$ cat config.mk
export PLATFORM = sky130hd
export DESIGN_NAME = irq_dispatcher
export DESIGN_NICKNAME = d
export VERILOG_FILES = /design/src/rtl/irq_dispatch_pkg.sv /design/src/rtl/irq_pend_latch.sv /design/src/rtl/irq_scan_fsm.sv /design/src/rtl/irq_dispatcher.sv
export SDC_FILE = /design/constraint.sdc
export NUM_CORES = 1
export LEC_CHECK = 0
export CAP_MARGIN = 30
export CORE_AREA = 2 2 620 622
export DETAILED_ROUTE_END_ITERATION = 7
export DIE_AREA = 0 0 622 624
export SLEW_MARGIN = 0
export SYNTH_ARGS = -nofsm -noshare
export SYNTH_HDL_FRONTEND = slang
export SYNTH_SLANG_ARGS = --single-unit
$ cat constraint.sdc
create_clock -name clk -period 7.5 [get_ports clk]
set_clock_uncertainty 0.05 [all_clocks]
set_input_delay 1.125 -clock clk [delete_from_list [all_inputs] [get_ports clk]]
set_output_delay 1.125 -clock clk [all_outputs]
set_load 0.01 [all_outputs]
$ cat src/rtl/irq_dispatch_pkg.sv
package irq_dispatch_pkg;

  localparam int ENT_W = 64;
  localparam logic [2:0] DLV_EXTINT = 3'b111;

  typedef struct packed {
    logic [7:0] dest;
    logic       dest_mode;
    logic [2:0] dlv;
    logic [7:0] vector;
    logic       polarity;
    logic       trigger;
  } irq_msg_t;

  function automatic logic ent_is_level(input logic [ENT_W-1:0] e);
    return e[15];
  endfunction

  function automatic logic ent_is_masked(input logic [ENT_W-1:0] e);
    return e[16];
  endfunction

  function automatic irq_msg_t ent_to_msg(input logic [ENT_W-1:0] e);
    irq_msg_t m;
    m.dest      = e[63:56];
    m.dest_mode = e[11];
    m.dlv       = e[10:8];
    m.vector    = e[7:0];
    m.polarity  = e[13];
    m.trigger   = e[15];
    return m;
  endfunction

endpackage

$ cat src/rtl/irq_pend_latch.sv
module irq_pend_latch #(
  parameter int NPINS = 24,
  localparam int IDX_W = $clog2(NPINS)
) (
  input  logic             clk,
  input  logic             rst_n,
  input  logic [NPINS-1:0] irq_in,
  input  logic [NPINS-1:0] level_sel,
  input  logic             clr_valid,
  input  logic [IDX_W-1:0] clr_idx,
  output logic [NPINS-1:0] pend,
  output logic [NPINS-1:0] pin_rise,
  output logic             rise_any
);

  logic [NPINS-1:0] irq_q;

  assign pin_rise = irq_in & ~irq_q;
  assign rise_any = |pin_rise;

  always_ff @(posedge clk) begin
    if (!rst_n) irq_q <= '0;
    else        irq_q <= irq_in;
  end

  for (genvar g = 0; g < NPINS; g++) begin : g_pin
    logic clr_here;
    assign clr_here = clr_valid && (clr_idx == IDX_W'(g));
    always_ff @(posedge clk) begin
      if (!rst_n)            pend[g] <= 1'b0;
      else if (level_sel[g]) pend[g] <= irq_in[g];
      else if (pin_rise[g])  pend[g] <= 1'b1;
      else if (clr_here)     pend[g] <= 1'b0;
    end
  end

endmodule

$ cat src/rtl/irq_scan_fsm.sv
module irq_scan_fsm
  import irq_dispatch_pkg::*;
#(
  parameter int NPINS = 24,
  localparam int IDX_W = $clog2(NPINS)
) (
  input  logic             clk,
  input  logic             rst_n,
  input  logic             trig,
  input  logic [NPINS-1:0] pend,
  input  logic [NPINS-1:0] mask_bits,
  input  logic [ENT_W-1:0] ent [NPINS],
  input  logic             msg_ready,
  input  logic             legacy_ack,
  input  logic [7:0]       legacy_vector,
  output logic             msg_valid,
  output irq_msg_t         msg,
  output logic             legacy_req,
  output logic [IDX_W-1:0] cur_idx,
  output logic             disp_start,
  output logic             clr_valid
);

  typedef enum logic [1:0] {S_IDLE, S_SCAN, S_FETCH, S_SEND} state_t;

  state_t     state;
  logic       rescan;
  logic       last_pin;
  logic       more;
  logic       hit;
  logic       accept;
  irq_msg_t   cand;

  assign cand       = ent_to_msg(ent[cur_idx]);
  assign last_pin   = (cur_idx == IDX_W'(NPINS - 1));
  assign more       = rescan || trig;
  assign hit        = pend[cur_idx] && !mask_bits[cur_idx];
  assign disp_start = (state == S_SCAN) && hit;
  assign accept     = (state == S_SEND) && msg_ready;
  assign clr_valid  = accept && !msg.trigger;
  assign msg_valid  = (state == S_SEND);
  assign legacy_req = (state == S_FETCH);

  always_ff @(posedge clk) begin
    if (!rst_n) begin
      state   <= S_IDLE;
      rescan  <= 1'b0;
      cur_idx <= '0;
      msg     <= '0;
    end else begin
      if (trig) rescan <= 1'b1;
      unique case (state)
        S_IDLE: begin
          if (more) begin
            state   <= S_SCAN;
            cur_idx <= '0;
            rescan  <= 1'b0;
          end
        end
        S_SCAN: begin
          if (hit) begin
            msg   <= cand;
            state <= (cand.dlv == DLV_EXTINT) ? S_FETCH : S_SEND;
          end else if (!last_pin) begin
            cur_idx <= cur_idx + 1'b1;
          end else if (more) begin
            cur_idx <= '0;
            rescan  <= 1'b0;
          end else begin
            state <= S_IDLE;
          end
        end
        S_FETCH: begin
          if (legacy_ack) begin
            msg.vector <= legacy_vector;
            state      <= S_SEND;
          end
        end
        S_SEND: begin
          if (msg_ready) begin
            if (!last_pin) begin
              state   <= S_SCAN;
              cur_idx <= cur_idx + 1'b1;
            end else if (more) begin
              state   <= S_SCAN;
              cur_idx <= '0;
              rescan  <= 1'b0;
            end else begin
              state <= S_IDLE;
            end
          end
        end
        default: state <= S_IDLE;
      endcase
    end
  end

endmodule

$ cat src/rtl/irq_dispatcher.sv
module irq_dispatcher
  import irq_dispatch_pkg::*;
#(
  parameter int NPINS = 24,
  localparam int IDX_W = $clog2(NPINS)
) (
  input  logic               clk,
  input  logic               rst_n,
  input  logic [NPINS-1:0]   irq_in,
  input  logic [NPINS*64-1:0] redir_flat,
  input  logic               redir_wr,
  output logic               msg_valid,
  input  logic               msg_ready,
  output logic [7:0]         msg_dest,
  output logic               msg_dest_mode,
  output logic [2:0]         msg_dlv_mode,
  output logic [7:0]         msg_vector,
  output logic               msg_polarity,
  output logic               msg_trigger,
  output logic               legacy_req,
  input  logic               legacy_ack,
  input  logic [7:0]         legacy_vector
);

  logic [ENT_W-1:0] ent [NPINS];
  logic [NPINS-1:0] level_sel;
  logic [NPINS-1:0] mask_bits;
  logic [NPINS-1:0] pend;
  logic [NPINS-1:0] pin_rise;
  logic             rise_any;
  logic             trig;
  logic             clr_valid;
  logic             disp_start;
  logic [IDX_W-1:0] cur_idx;
  irq_msg_t         msg;

  for (genvar g = 0; g < NPINS; g++) begin : g_ent
    assign ent[g]       = redir_flat[g*ENT_W +: ENT_W];
    assign level_sel[g] = ent_is_level(ent[g]);
    assign mask_bits[g] = ent_is_masked(ent[g]);
  end

  assign trig = rise_any || redir_wr;

  irq_pend_latch #(.NPINS(NPINS)) u_latch (
    .clk       (clk),
    .rst_n     (rst_n),
    .irq_in    (irq_in),
    .level_sel (level_sel),
    .clr_valid (clr_valid),
    .clr_idx   (cur_idx),
    .pend      (pend),
    .pin_rise  (pin_rise),
    .rise_any  (rise_any)
  );

  irq_scan_fsm #(.NPINS(NPINS)) u_scan (
    .clk           (clk),
    .rst_n         (rst_n),
    .trig          (trig),
    .pend          (pend),
    .mask_bits     (mask_bits),
    .ent           (ent),
    .msg_ready     (msg_ready),
    .legacy_ack    (legacy_ack),
    .legacy_vector (legacy_vector),
    .msg_valid     (msg_valid),
    .msg           (msg),
    .legacy_req    (legacy_req),
    .cur_idx       (cur_idx),
    .disp_start    (disp_start),
    .clr_valid     (clr_valid)
  );

  assign msg_dest      = msg.dest;
  assign msg_dest_mode = msg.dest_mode;
  assign msg_dlv_mode  = msg.dlv;
  assign msg_vector    = msg.vector;
  assign msg_polarity  = msg.polarity;
  assign msg_trigger   = msg.trigger;

endmodule

==> results.md, run 1 <==
- Compound-Gate Fraction of Synth Area: between 15 and 20%
- Crit start category: input port
- Power Density: 92.5 mW/mm2
- Largest family of logic cells by synthesized area: multiplexers
- Relative slew slack: 3.86%
- Initial drt markers: 489
- Post-Syn Area: slightly below 0.008 mm2
- Hold buffer count at cts: 0
- # port buffers: 612
- Root buf cell: clkbuf_16
- Crit-path max cell delay: 1.07 ns
- Critical path class: in2reg
- Most common cell after layout, fill and taps aside: clkdlybuf4s50_1
- Synth Area in Adders: less than 1%
- Ys flop type: dfxtp_1
- Synth warn: 0
- Syn Nets: roughly 2,300
- Fin crit share: a little over two thirds
- Clock transition at path regs: 0.07 ns
- Global-route wire length before repair: 139,000 um
- Via count: between 9,000 and 10,000
- MaxCap Viol Count: 0
- Total internal power: around 1.2 mW
- Most frequent cells in the layout: clkdlybuf4s50_1 (611), mux4_2 (137), dfxtp_1 (75)
- TritonCTS clock tree: yes
- TNS Setup: 0 ns
- Global route overflow: 0
- ANT nets after route: 0
- Placer congestion estimate: 0.803
- Drt wl/cell: 18.8 um
- Vias/cell: 1.52
- Placed Area: 0.0202 mm2
- Total setup buffers inserted after CTS: 0
- Final WL: 120,000 um
- Clk buf depth: 2
- Async set or reset register ratio after synthesis: 0%
- Fmax: 188 MHz
- CTS buffer count: 9
- Flop pwr share: 24.5%
- Post-synthesis sequential area ratio: 19.6%
- Mapped Avg Cell Area: 10.9 um2
- DIE AREA: about 0.39 mm2
- Final HPWL from detailed placement: 112,000 um
- Worst EP arrival: 5.59 ns
- Hold Crit Class: reg2reg
- Sw frac: a little over a third
- Hold_ws: 0.442 ns
- Clk_lat worst skew: 0.43 ns
- Finished Cell Area: 0.0206 mm2
- Detailed Routing Iterations Pass 1: 7
- LEAKAGE: 5.19 nW
- H-tree Lvls: 3
- Chip height: between 600 and 700 um
- Initial antenna violation count: between 150 and 200
- Switching pwr: 681 uW
- Logic pwr share: 45.5%
- Crit end category: flip-flop
- Synth Register Bits: 78
- Slew Viols, Final: 0
- Post-route DRC violation count: 0
- Synth Area in Simple Gates: 10.7%
- Final worst path period need: roughly 5.3 ns
- Initial core utilization: 2.09%
- Final hold violations: 0
- Cell variety after synth: 50
- Layout cells sized above 1: 14.2%
- Setup violations, final: 0
- Critical-path top delay cell: mux2i_1
- Post_cts resized: 0
- Vias in the first global route: 9,673
- Gr usage total: 5.98%
- Total Nets Final: 2,885
- Post-synth EDFFs: 0
- Die width: 622 um
- Clock power share: 30.0%
- Maximum number of pins on one net before global-route repair: 84
- Max rail drop VDD: 0.110 mV
- Area delta synth->final: 159%
- Worst-Margin Slew: 1.40 ns
- Crit-path cells: clkdlybuf4s50_1 -> mux2i_1 -> a22oi_1 -> a21oi_1 -> o41a_1 -> and3_2 -> or2_0 -> o211a_1
- # IOs: roughly 1,600
- Status: completed
- CTS Sinks: 78
- Multiplexer share of the synthesized area: a little under half
- Post-Syn Instances: 729
- XOR/XNOR Fraction of Synth Area: 0.110%
- Worst EP required: approximately 7.8 ns
- RSZ-0062 raised after global routing: no
- Crit path max fanout: 32
- Core Rows: 227
- Area of the core: approximately 0.38 mm2
cell families (layout without fill, tap and decap cells):
family,after synthesis,after routing
other,0,25
AND/OR/NAND/NOR,168,168
adder cells (fa/ha/maj),5,5
multiplexers,205,205
AO/OA/AOI/OAI,168,168
XOR/XNOR,1,1
flip-flops,78,78
buffers and inverters,104,687
power groups by stage:
stage	Sequential (mW)	Clock, mW	Combinational (mW)
after floorplan	0.461	0	0.314
after global placement	0.478	0	0.891
after detailed placement	0.479	0	0.896
after CTS	0.469	0.595	0.899
after global routing	0.472	0.593	0.923
final	0.467	0.573	0.869
metrics by stage:
step	power, mW	cells	util, %	setup slack, ns
finish	1.91	6375	5.42	2.19
global route	1.99	6363	5.41	2.50
CTS	1.96	6347	5.40	2.49
detailed placement	1.37	6331	5.31	2.07
global placement	1.37	6330	5.31	2.07
floorplan	0.775	729	-	4.57
Yosys cell counts (5+ instances only):
cell	instances	area (um2)
o21ai_0	40	200
buf_1	8	30.0
clkbuf_1	23	86.3
mux4_2	137	3090
nor2_1	19	71.3
o211ai_1	11	82.6
nor2b_1	30	188
a21oi_1	13	65.1
dfxtp_1	78	1560
buf_4	6	45.0
a31oi_1	8	50.1
ha_1	5	62.6
buf_2	25	125
inv_1	37	139
o211a_1	19	190
and2_1	28	175
nand3b_1	7	52.6
a221o_1	7	70.1
nand3_1	12	60.1
a22oi_1	17	128
a21boi_0	25	188
nand2b_1	5	31.3
mux2i_1	67	671
nand2_1	57	214
state kept, by name, indices dropped and copies added, names as in the netlist, named ones only:
register	flops
u_latch.irq_q	24
u_scan.msg	22
u_scan.state	1
u_scan.cur_idx	5
u_latch.pend	24
u_scan.rescan	1
path summary, 6_finish.rpt:
path | start | end | slack, ns | cells after the start
max | redir_flat[464] | u_scan.msg[6] | 2.19 | 8
min | u_scan.msg[8] | u_scan.msg[8] | 0.44 | 2
max reg2reg | u_scan.cur_idx[1] | u_scan.msg[6] | 2.39 | 7
min reg2reg | u_scan.msg[8] | u_scan.msg[8] | 0.44 | 2
worst max-delay path, delay by kind of cell:
family / cells / cell delay, ns
AO/OA/AOI/OAI: 4 / 1.62
AND/OR/NAND/NOR: 2 / 1.29
multiplexers: 1 / 1.07
buffers and inverters: 1 / 0.40
cell type report:
cell class / instances / area [um2]
Sequential cell: 78 / 1570
Inverter: 38 / 143
Clock inverter: 7 / 103
Antenna cell: 25 / 62.6
Fill cell: 45000 / 361000
Tap cell: 5038 / 6300
Multi-Input combinational cell: 547 / 5930
Timing Repair Buffer: 633 / 6310
Clock buffer: 9 / 225
per-layer routing:
layer | GRT usage (%) | vias up | wire length, um
met5 | 0 | - | 616
met2 | 10.2 | 670 | 56300
li1 | - | 4084 | -
met4 | 1.68 | 96 | 3890
met3 | 3.56 | 288 | 16700
met1 | 6.18 | 4580 | 42300
(Power assumes the default switching activity.)
==> inputs of run 2 (changes only) <==
--- a/config.mk
+++ b/config.mk
@@ -6,9 +6,9 @@
 export NUM_CORES = 1
 export LEC_CHECK = 0
 export CAP_MARGIN = 30
-export CORE_AREA = 2 2 620 622
+export CORE_AREA = 2 2 617 619
 export DETAILED_ROUTE_END_ITERATION = 7
-export DIE_AREA = 0 0 622 624
+export DIE_AREA = 0 0 619 621
 export SLEW_MARGIN = 0
 export SYNTH_ARGS = -nofsm -noshare
 export SYNTH_HDL_FRONTEND = slang
==> constraint.sdc (replaced) <==
create_clock -name clk -period 5.2 [get_ports clk]
set_clock_uncertainty 0.05 [all_clocks]
set_input_delay 0.78 -clock clk [delete_from_list [all_inputs] [get_ports clk]]
set_output_delay 0.78 -clock clk [all_outputs]
set_load 0.01 [all_outputs]
==> results.md, run 2 (synthesis gave the netlist of run 1 again) <==
- Area of the core: 0.378 mm2 (-0.89%)
- Hold Path Cell Cnt: 2 (unchanged)
- Most common cell after layout, fill and taps aside: clkdlybuf4s50_1
- Most frequent cells in the layout: clkdlybuf4s50_1 (611), mux4_2 (137), dfxtp_1 (75)
- Final std cells w/o fill: 6,373 (-0.031%)
- Vias/cell: 1.52 (-0.39%)
- CTS Sinks: 78 (unchanged)
- Via count: 9,677 (-0.42%)
- MaxCap Viol Count: 0 (unchanged)
- Final HPWL from detailed placement: 108,000 um (-3.9%)
- Buf/Inv on CP: 3 (+2)
- Clk_lat worst skew: 0.45 ns (+0.02 ns)
- TritonCTS clock tree: yes
- Area delta synth->final: 161%
- Final hold violations: 0 (unchanged)
- Initial antenna violation count: 122 (-26%)
- Worst-Margin Slew: 0.960 ns (-0.442 ns)
- Total setup buffers inserted after CTS: 0 (unchanged)
- Detailed Routing Iterations Pass 1: 5 (-2)
- Root buf cell: clkbuf_16
- Hold_ws: 0.435 ns (-0.00635 ns)
- RSZ-0062 raised after global routing: no
- Crit-path cells: nor2b_2 -> buf_4 -> a22oi_1 -> a21oi_2 -> buf_4 -> o41a_1 -> and3_2 -> buf_4 -> o211ai_1 -> o211a_1
- Maximum number of pins on one net before global-route repair: 58 (-31%)
- Relative slew slack: 35.7% (+32 points)
- H-tree Lvls: 3 (unchanged)
- Placer congestion estimate: 0.828 (+3.2%)
- Crit-path leading delay family: simple AND/OR/NAND/NOR gates
- Gr usage total: 5.86% (-0.12 points)
- Initial core utilization: 2.11% (+0.019 points)
- TNS Setup: 0 ns (unchanged)
- # IOs: 1,597 (unchanged)
- Crit end category: flip-flop
- Dpl ws: 1.15 ns (-0.921 ns)
- # port buffers: 612 (unchanged)
- CTS buffer count: 9 (unchanged)
- Most frequent CP cell: buf_4
- Critical-path top delay cell: nor2b_2
- Core Rows: 226 (-0.44%)
- Setup violations, final: 0 (unchanged)
- Worst EP required: 5.44 ns (-2.35 ns)
- R2R Setup Slk: 1.34 ns (-1.05 ns)
- Clock transition at path regs: 0.10 ns (+0.03 ns)
- Drt wl/cell: 18.1 um (-3.5%)
- Global route overflow: 0 (unchanged)
- Layout cells sized above 1: 15.7% (+1.5 points)
- Power Density: 129 mW/mm2 (+40%)
- Status: completed
- Chip height: 621 um (-0.48%)
- Reg2reg path depth: 10 (+3)
- ANT nets after route: 0 (unchanged)
- Clk buf depth: 2 (unchanged)
- Fmax: 259 MHz
- Max rail drop VDD: 0.165 mV (+50%)
- LEAKAGE: 5.29 nW (+1.9%)
- Post-route DRC violation count: 0 (unchanged)
- Crit start category: flip-flop
- Post-layout worst setup margin: 1.34 ns (-0.850 ns)
- Final WL: 116,000 um (-3.5%)
- Crit path depth: 10 (+2)
- Slew Viols, Final: 0 (unchanged)
- Post_cts resized: 0 (unchanged)
- Crit-path max cell delay: 0.85 ns (-0.22 ns)
- Vias in the first global route: 9,865 (+2.0%)
- Hold Crit Class: reg2reg
- DIE AREA: 0.384 mm2 (-0.96%)
- Placed cell count: 6,335 (+0.063%)
- Final worst path period need: 3.86 ns
- Hold buffer count at cts: 0 (unchanged)
- Critical path class: reg2reg
- Worst EP arrival: 4.10 ns (-1.49 ns)
- Crit path max fanout: 24 (-25%)
- Global-route wire length before repair: 136,000 um (-1.7%)
- Die width: 619 um (-0.48%)
- Fin crit share: 74.2%
- Total Nets Final: 2,908 (+0.80%)
- Initial drt markers: 375 (-23%)
- Registers with the most flip-flops: u_latch.irq_q (24), u_latch.pend (24), u_scan.msg (22)
==> run 2: cell count changes in the layout (fill, tap and decap cells not counted), moves of 2 or more <==
| cell | delta |
|---|---|
| bufinv_16 | -2 |
| buf_4 | +23 |
| diode_2 | -3 |
| clkinvlp_4 | +2 |
==> run 2: worst register-to-register path: stages (launching register included) <==
cell	delay [ns]
dfxtp_4	0.57
nor2b_2	0.87
buf_4	0.32
a22oi_1	0.09
a21oi_2	0.16
buf_4	0.21
o41a_1	0.27
and3_2	0.49
buf_4	0.38
o211ai_1	0.15
o211a_1	0.15
==> run 2: power by group <==
group	internal [mW]	switching, mW
registers	0.632	0.0363
clock network	0.338	0.422
logic	0.720	0.533
total	1.69	0.991
==> run 2: metal layers <==
| metal | wire, um | part of all wire, % | GRT usage (%) | vias up |
|---|---|---|---|---|
| li1 | - | - | - | 4125 |
| met5 | 417 | 0.36 | 0 | - |
| met1 | 43300 | 37 | 6.36 | 4663 |
| met3 | 11100 | 9.6 | 2.23 | 234 |
| met2 | 57400 | 50 | 10.5 | 593 |
| met4 | 3460 | 3.0 | 1.53 | 62 |
==> run 2: cell type report <==
type	count	area, um2
Clock inverter	7	63.8
Clock buffer	9	225
Sequential cell	78	1570
Antenna cell	22	55.1
Tap cell	5016	6280
Multi-Input combinational cell	547	5930
Inverter	38	143
Timing Repair Buffer	656	6500
Fill cell	44700	357000
==> run 2: worst paths after layout <==
check,startpoint,end
setup / recovery,u_scan.cur_idx[0],u_scan.msg[13]
hold / removal,u_scan.msg[12],u_scan.msg[12]
setup reg to reg,u_scan.cur_idx[0],u_scan.msg[13]
hold reg to reg,u_scan.msg[12],u_scan.msg[12]
==> run 2: per-stage QoR <==
stage	area, um2	power (mW)	util [%]
2_1_floorplan	7960	1.12	-
3_3_place_gp	20400	1.99	5.40
3_5_place_dp	20400	1.99	5.41
4_1_cts	20700	2.79	5.48
5_1_grt	20700	2.81	5.49
6_report	20800	2.68	5.50
